--- src/rtl/clkdiv_pkg.sv ---
package clkdiv_pkg;
    localparam int SEL_W    = 3;
    localparam int NUM_BANK = 3;
    localparam int MAX_HALF = 9;
    localparam int CNT_W    = $clog2(MAX_HALF + 1);

    typedef logic [CNT_W-1:0] half_t;

    // Half of the divide ratio for a select code; 110 and 111 both give 18.
    function automatic half_t half_of(input logic [SEL_W-1:0] code);
        half_t h;
        case (code)
            3'd0:    h = half_t'(1);
            3'd1:    h = half_t'(2);
            3'd2:    h = half_t'(3);
            3'd3:    h = half_t'(4);
            3'd4:    h = half_t'(5);
            3'd5:    h = half_t'(6);
            default: h = half_t'(MAX_HALF);
        endcase
        return h;
    endfunction

    typedef struct packed {
        logic  live;
        logic  out;
        half_t cnt;
        half_t half;
    } bank_st_t;

    typedef struct packed {
        logic s1;
        logic s2;
    } sync_st_t;
endpackage

--- src/rtl/restart_sync.sv ---
module restart_sync (
    input  logic clk,
    input  logic rst_n,
    input  logic async_i,
    output logic level_o
);
    import clkdiv_pkg::*;

    sync_st_t st_d, st_q;

    always_comb begin
        st_d    = st_q;
        st_d.s1 = async_i;
        st_d.s2 = st_q.s1;
    end

    always_ff @(posedge clk or negedge rst_n) begin
        if (!rst_n) st_q <= '0;
        else        st_q <= st_d;
    end

    assign level_o = st_q.s2;


    hold_path_chk: assert property (@(posedge clk) disable iff (!rst_n)
        !async_i |=> ##1 !level_o);
endmodule

--- src/rtl/bank_divider.sv ---
module bank_divider #(
    parameter int SW = clkdiv_pkg::SEL_W
) (
    input  logic          clk,
    input  logic          rst_n,
    input  logic          run_i,
    input  logic          en_i,
    input  logic [SW-1:0] sel_i,
    output logic          clk_o
);
    import clkdiv_pkg::*;

    bank_st_t st_d, st_q;
    logic     wrap;

    always_comb begin
        st_d = st_q;
        wrap = (st_q.cnt == half_t'(st_q.half - half_t'(1)));
        if (!run_i || !en_i) begin
            st_d.live = 1'b0;
            st_d.out  = 1'b0;
            st_d.cnt  = '0;
            st_d.half = half_of(sel_i);
        end else if (!st_q.live) begin
            st_d.live = 1'b1;
            st_d.out  = 1'b1;
            st_d.cnt  = '0;
            st_d.half = half_of(sel_i);
        end else if (wrap) begin
            st_d.cnt = '0;
            st_d.out = ~st_q.out;
            if (!st_q.out) st_d.half = half_of(sel_i);
        end else begin
            st_d.cnt = half_t'(st_q.cnt + half_t'(1));
        end
    end

    always_ff @(posedge clk or negedge rst_n) begin
        if (!rst_n) begin
            st_q      <= '0;
            st_q.half <= half_of('1);
        end else begin
            st_q <= st_d;
        end
    end

    assign clk_o = st_q.out;


    cnt_bound_chk: assert property (@(posedge clk) disable iff (!rst_n)
        st_q.cnt < st_q.half);


    half_hold_chk: assert property (@(posedge clk) disable iff (!rst_n)
        (st_q.live && run_i && en_i && st_q.out) |=> $stable(st_q.half));


    bank_hold_chk: assert property (@(posedge clk) disable iff (!rst_n)
        !en_i |=> (!clk_o && st_q.cnt == '0));


    half_legal_chk: assert property (@(posedge clk) disable iff (!rst_n)
        st_q.half inside {half_t'(1), half_t'(2), half_t'(3), half_t'(4),
                          half_t'(5), half_t'(6), half_t'(9)});
endmodule

--- src/rtl/tri_bank_clkdiv.sv ---
module tri_bank_clkdiv #(
    parameter int FAN_A = 2,
    parameter int FAN_B = 9,
    parameter int FAN_C = 2
) (
    input  logic                       clk_fast,
    input  logic                       rst_n,
    input  logic                       sync_n_in,
    input  logic                       en_a,
    input  logic                       en_b,
    input  logic                       en_c,
    input  logic [clkdiv_pkg::SEL_W-1:0] sel_a,
    input  logic [clkdiv_pkg::SEL_W-1:0] sel_b,
    input  logic [clkdiv_pkg::SEL_W-1:0] sel_c,
    output logic [FAN_A-1:0]           out_a,
    output logic [FAN_B-1:0]           out_b,
    output logic [FAN_C-1:0]           out_c
);
    import clkdiv_pkg::*;

    logic             run;
    logic [SEL_W-1:0] sel_v [NUM_BANK];
    logic             en_v  [NUM_BANK];
    logic             bclk  [NUM_BANK];

    assign sel_v[0] = sel_a;
    assign sel_v[1] = sel_b;
    assign sel_v[2] = sel_c;
    assign en_v[0]  = en_a;
    assign en_v[1]  = en_b;
    assign en_v[2]  = en_c;

    restart_sync u_sync (
        .clk     (clk_fast),
        .rst_n   (rst_n),
        .async_i (sync_n_in),
        .level_o (run)
    );

    for (genvar g = 0; g < NUM_BANK; g++) begin : g_bank
        bank_divider #(.SW(SEL_W)) u_div (
            .clk   (clk_fast),
            .rst_n (rst_n),
            .run_i (run),
            .en_i  (en_v[g]),
            .sel_i (sel_v[g]),
            .clk_o (bclk[g])
        );
    end

    assign out_a = {FAN_A{bclk[0]}};
    assign out_b = {FAN_B{bclk[1]}};
    assign out_c = {FAN_C{bclk[2]}};
endmodule

--- config.mk ---
export PLATFORM = sky130hd
export DESIGN_NAME = tri_bank_clkdiv
export DESIGN_NICKNAME = d
export VERILOG_FILES = /design/src/rtl/clkdiv_pkg.sv /design/src/rtl/restart_sync.sv /design/src/rtl/bank_divider.sv /design/src/rtl/tri_bank_clkdiv.sv
export SDC_FILE = /design/constraint.sdc
export NUM_CORES = 1
export LEC_CHECK = 0
export ABC_AREA = 1
export ABC_CLOCK_PERIOD_IN_PS = 2600
export BUFFER_PORTS_ARGS = -buffer_cell sky130_fd_sc_hd__buf_2
export CAP_MARGIN = 0
export CORE_AREA = 2 2 89 69
export CTS_CLUSTER_DIAMETER = 30
export DETAILED_ROUTE_END_ITERATION = 7
export DIE_AREA = 0 0 91 71
export GPL_ROUTABILITY_DRIVEN = 0
export PLACE_DENSITY_LB_ADDON = 0.25
export RECOVER_POWER = 25
export SETUP_SLACK_MARGIN = 0.05
export SKIP_CTS_REPAIR_TIMING = 1
export SLEW_MARGIN = 20
export SYNTH_ARGS = -nofsm -noshare
export SYNTH_HDL_FRONTEND = slang
export SYNTH_SLANG_ARGS = --single-unit
--- constraint.sdc ---
create_clock -name clk_fast -period 2.6 [get_ports clk_fast]
set_input_delay 0.26 -clock clk_fast [delete_from_list [all_inputs] [get_ports clk_fast]]
set_output_delay 0.26 -clock clk_fast [all_outputs]
set_load 0.02 [all_outputs]
==> flow_metrics.tcl <==
set metrics [dict create \
    placementRows 24 \
    fmaxAchievable_ghz 0.559 \
    synth_area_leaders "dfrtp_1 33%, nand2_1 17%, dfstp_2 8.0%, inv_1 7.5%, nand3_1 6.1%" \
    min-delay-start "sync_n_in" \
    synthesis.area_um2 1960 \
    required_ps 2770 \
    critical_path.max_fanout 10 \
    yosysMostFrequentCell "nand2_1" \
    timing.rr.end "g_bank[2].u_div.st_q[2]$_DFFE_PN0P_" \
    maxCapViolations 1 \
    wl_um 3410 \
    grt_pass1_vias 1441 \
    ant_nets 0 \
    grt_max_degree 33 \
    setup_viol 0 \
    synth.top_cells.by_count "88 x nand2_1, 39 x inv_1, 30 x nor2_1" \
    grt_pass1_wl_um 6310 \
    clkTransAtPathRegs_ps 60 \
    layout.cells.non_filler 369 \
    dr.pass1.iters 4 \
    initial_core_util_pct 34.7 \
    hpwl_um 2600 \
    crit_arrival_ps 1960 \
    syn-mean-instance-area_um2 7.28 \
    diodes 0 \
    cts.sinks 32 \
    drt_iter0_markers 84 \
    top_layer "met4" \
    reg2reg_depth 12 \
    synth_cell_types 21 \
    p_per_area_nw_per_um2 554 \
    crit_path_end_kind "flop" \
    ys_async_sr_fraction_pct 100 \
    min_to "u_sync.st_d[0]$_DFF_PN0_" \
    port_buffers 27 \
    synth_edf_count 0 \
    clock_latency_ps 280 \
    grt_use_total_pct 12.2 \
    cts_root_buf "clkbuf_8" \
    hold_depth 1 \
    cts_max_level 2 \
    dieWidth_um 91 \
    post-route-drc-count 0 \
    syn_inst 269 \
    grt_overflow 0 \
    max_slew_margin_pct -14.4 \
    grt_antenna_before_repair 0 \
    syn-num-nets 290 \
    route.met3.wl_um 98 \
    wl_met1_um 1840 \
    rr_startpoint "g_bank[2].u_div.st_q[0]$_DFFE_PN1P_" \
    viasPerCell 4.17 \
    core_area_um2 5650 \
    totalNegativeSetupSlack_ps 0 \
    ir_worst_vdd_uv 262 \
    die_y_um 71 \
    rsz0062_at_grt "false" \
    max_slew.worst_pin.slew_ps 1720 \
    violations "max-capacitance violations, max-slew violations" \
    cts_buffer_depth 2 \
    vias 1540 \
    ys_ff_latch 32 \
    start_kind "flop" \
    slew_violations 33 \
    fin_worst_skew_ps 6.04 \
    hp-class "in2reg" \
    finalCriticalPeriod_ps 1790 \
    timing.final.crit_share_pct 68.8 \
    dominantRegCellSynth "dfrtp_1" \
    p_total_mw 1.22 \
    r2r_slack_ps 810 \
    ys_seq_area_share_pct 41.3 \
    area_delta_synth_final_pct 12.3 \
    final_hold_viol_count 0 \
    cts_tree "built" \
    status "finished, violations left" \
    p_leak_nw 1.19 \
    nets 311 \
    io_pins 28 \
    synth_top_cell_by_area "dfrtp_1" \
    dp.cells 361 \
    dieArea_um2 6460 \
    ys_warn_count 0 \
    wire_per_inst_um 9.25 \
    cts-buffers-inserted 5 \
    fillers 613 \
    route.met2.wl_um 1410 \
    synth_top_area_share_pct 33.2 \
    path_class "reg2reg" \
    drive_gt1_share_pct 21.0 \
]
state kept, by name (all words and copies together) (netlist names):
register	flops
g_bank.u_div.st_q	27
u_sync.level_o	1
u_sync.st_d	1
g_bank.u_div.clk_o	3
worst max-delay path, stage by stage (launching register included):
cell and delay (ps):
dfstp_2 540, inv_1 70, ha_1 310, inv_1 60, nand2_1 40, nand2_1 60, nand2_1 50, nor2_1 120
nand3_2 110, nand2_4 140, nand2_2 90, nand2_1 60, nand2_1 40
cells by family (layout without fill, tap and decap cells):
kind of cell | after synthesis | in the layout | share of synthesized area, %
DFF | 32 | 32 | 41.3
buffers and inverters | 57 | 79 | 13.4
adders and majority gates | 6 | 6 | 3.83
xor gates and xnor gates | 8 | 8 | 3.58
and+or+nand+nor | 161 | 161 | 36.4
AOI/OAI and AO/OA | 5 | 5 | 1.53
routing by layer:
metal	up-vias	GRT usage, %
met3	6	2.56
met1	671	16.7
li1	843	-
met4	0	5.05
met5	-	0
met2	20	18.9
layout make-up:
cell class / instances / area [um2] / area share (%)
clock buffer: 6 / 72.6 / 3.30
clock inverter: 2 / 35.0 / 1.59
inverter: 44 / 165 / 7.50
multi-input combinational: 180 / 888 / 40.4
sequential: 32 / 808 / 36.7
tap: 78 / 97.6 / 4.43
timing repair buffer: 27 / 134 / 6.08
worst max-delay path by stage:
| stage | startpoint | end | slack, ps | cells past startpoint |
|---|---|---|---|---|
| after floorplan | g_bank[2].u_div.st_q[0]$_DFFE_PN1P_ | g_bank[2].u_div.st_q[2]$_DFFE_PN0P_ | 960 | 12 |
| after global placement | g_bank[2].u_div.st_q[0]$_DFFE_PN1P_ | g_bank[2].u_div.st_q[2]$_DFFE_PN0P_ | 830 | 12 |
| after detailed placement | g_bank[2].u_div.st_q[0]$_DFFE_PN1P_ | g_bank[2].u_div.st_q[2]$_DFFE_PN0P_ | 820 | 12 |
| after CTS | g_bank[2].u_div.st_q[0]$_DFFE_PN1P_ | g_bank[2].u_div.st_q[2]$_DFFE_PN0P_ | 790 | 12 |
| after global routing | g_bank[2].u_div.st_q[0]$_DFFE_PN1P_ | g_bank[2].u_div.st_q[1]$_DFFE_PN0P_ | 650 | 12 |
| final | g_bank[2].u_div.st_q[0]$_DFFE_PN1P_ | g_bank[2].u_div.st_q[2]$_DFFE_PN0P_ | 810 | 12 |
cells in the final DEF (no fill, tap or decap), drive strengths merged:
cell    instances
o21ai           3
buf            26
dfrtp          26
nand2          96
inv            44
nand3          27
o211ai          2
nand3b          1
dfstp           6
clkinv          1
or2             2
and2            2
nor2           32
xnor2           3
clkbuf          7
ha              6
bufinv          1
xor2            5
nor3            1
where the power goes:
group	switching [mW]	internal [mW]	leakage [nW]
Combinational	0.125	0.0763	0.729
Sequential	0.0233	0.529	0.405
Clock	0.180	0.284	0.0552
metrics by stage:
stage                     worst slack (ps)  hold slack [ps]  utilization, %  area [um2]
after global routing                   653             72.1            39.0        2200
final                                  811             85.0            39.0        2200
after floorplan                        960            -35.6               -        1960
after detailed placement               815              349            37.1        2090
after global placement                 835              335            37.1        2090
after CTS                              790             55.1            39.0        2200
Note: power is estimated with default switching activity, not from simulation.
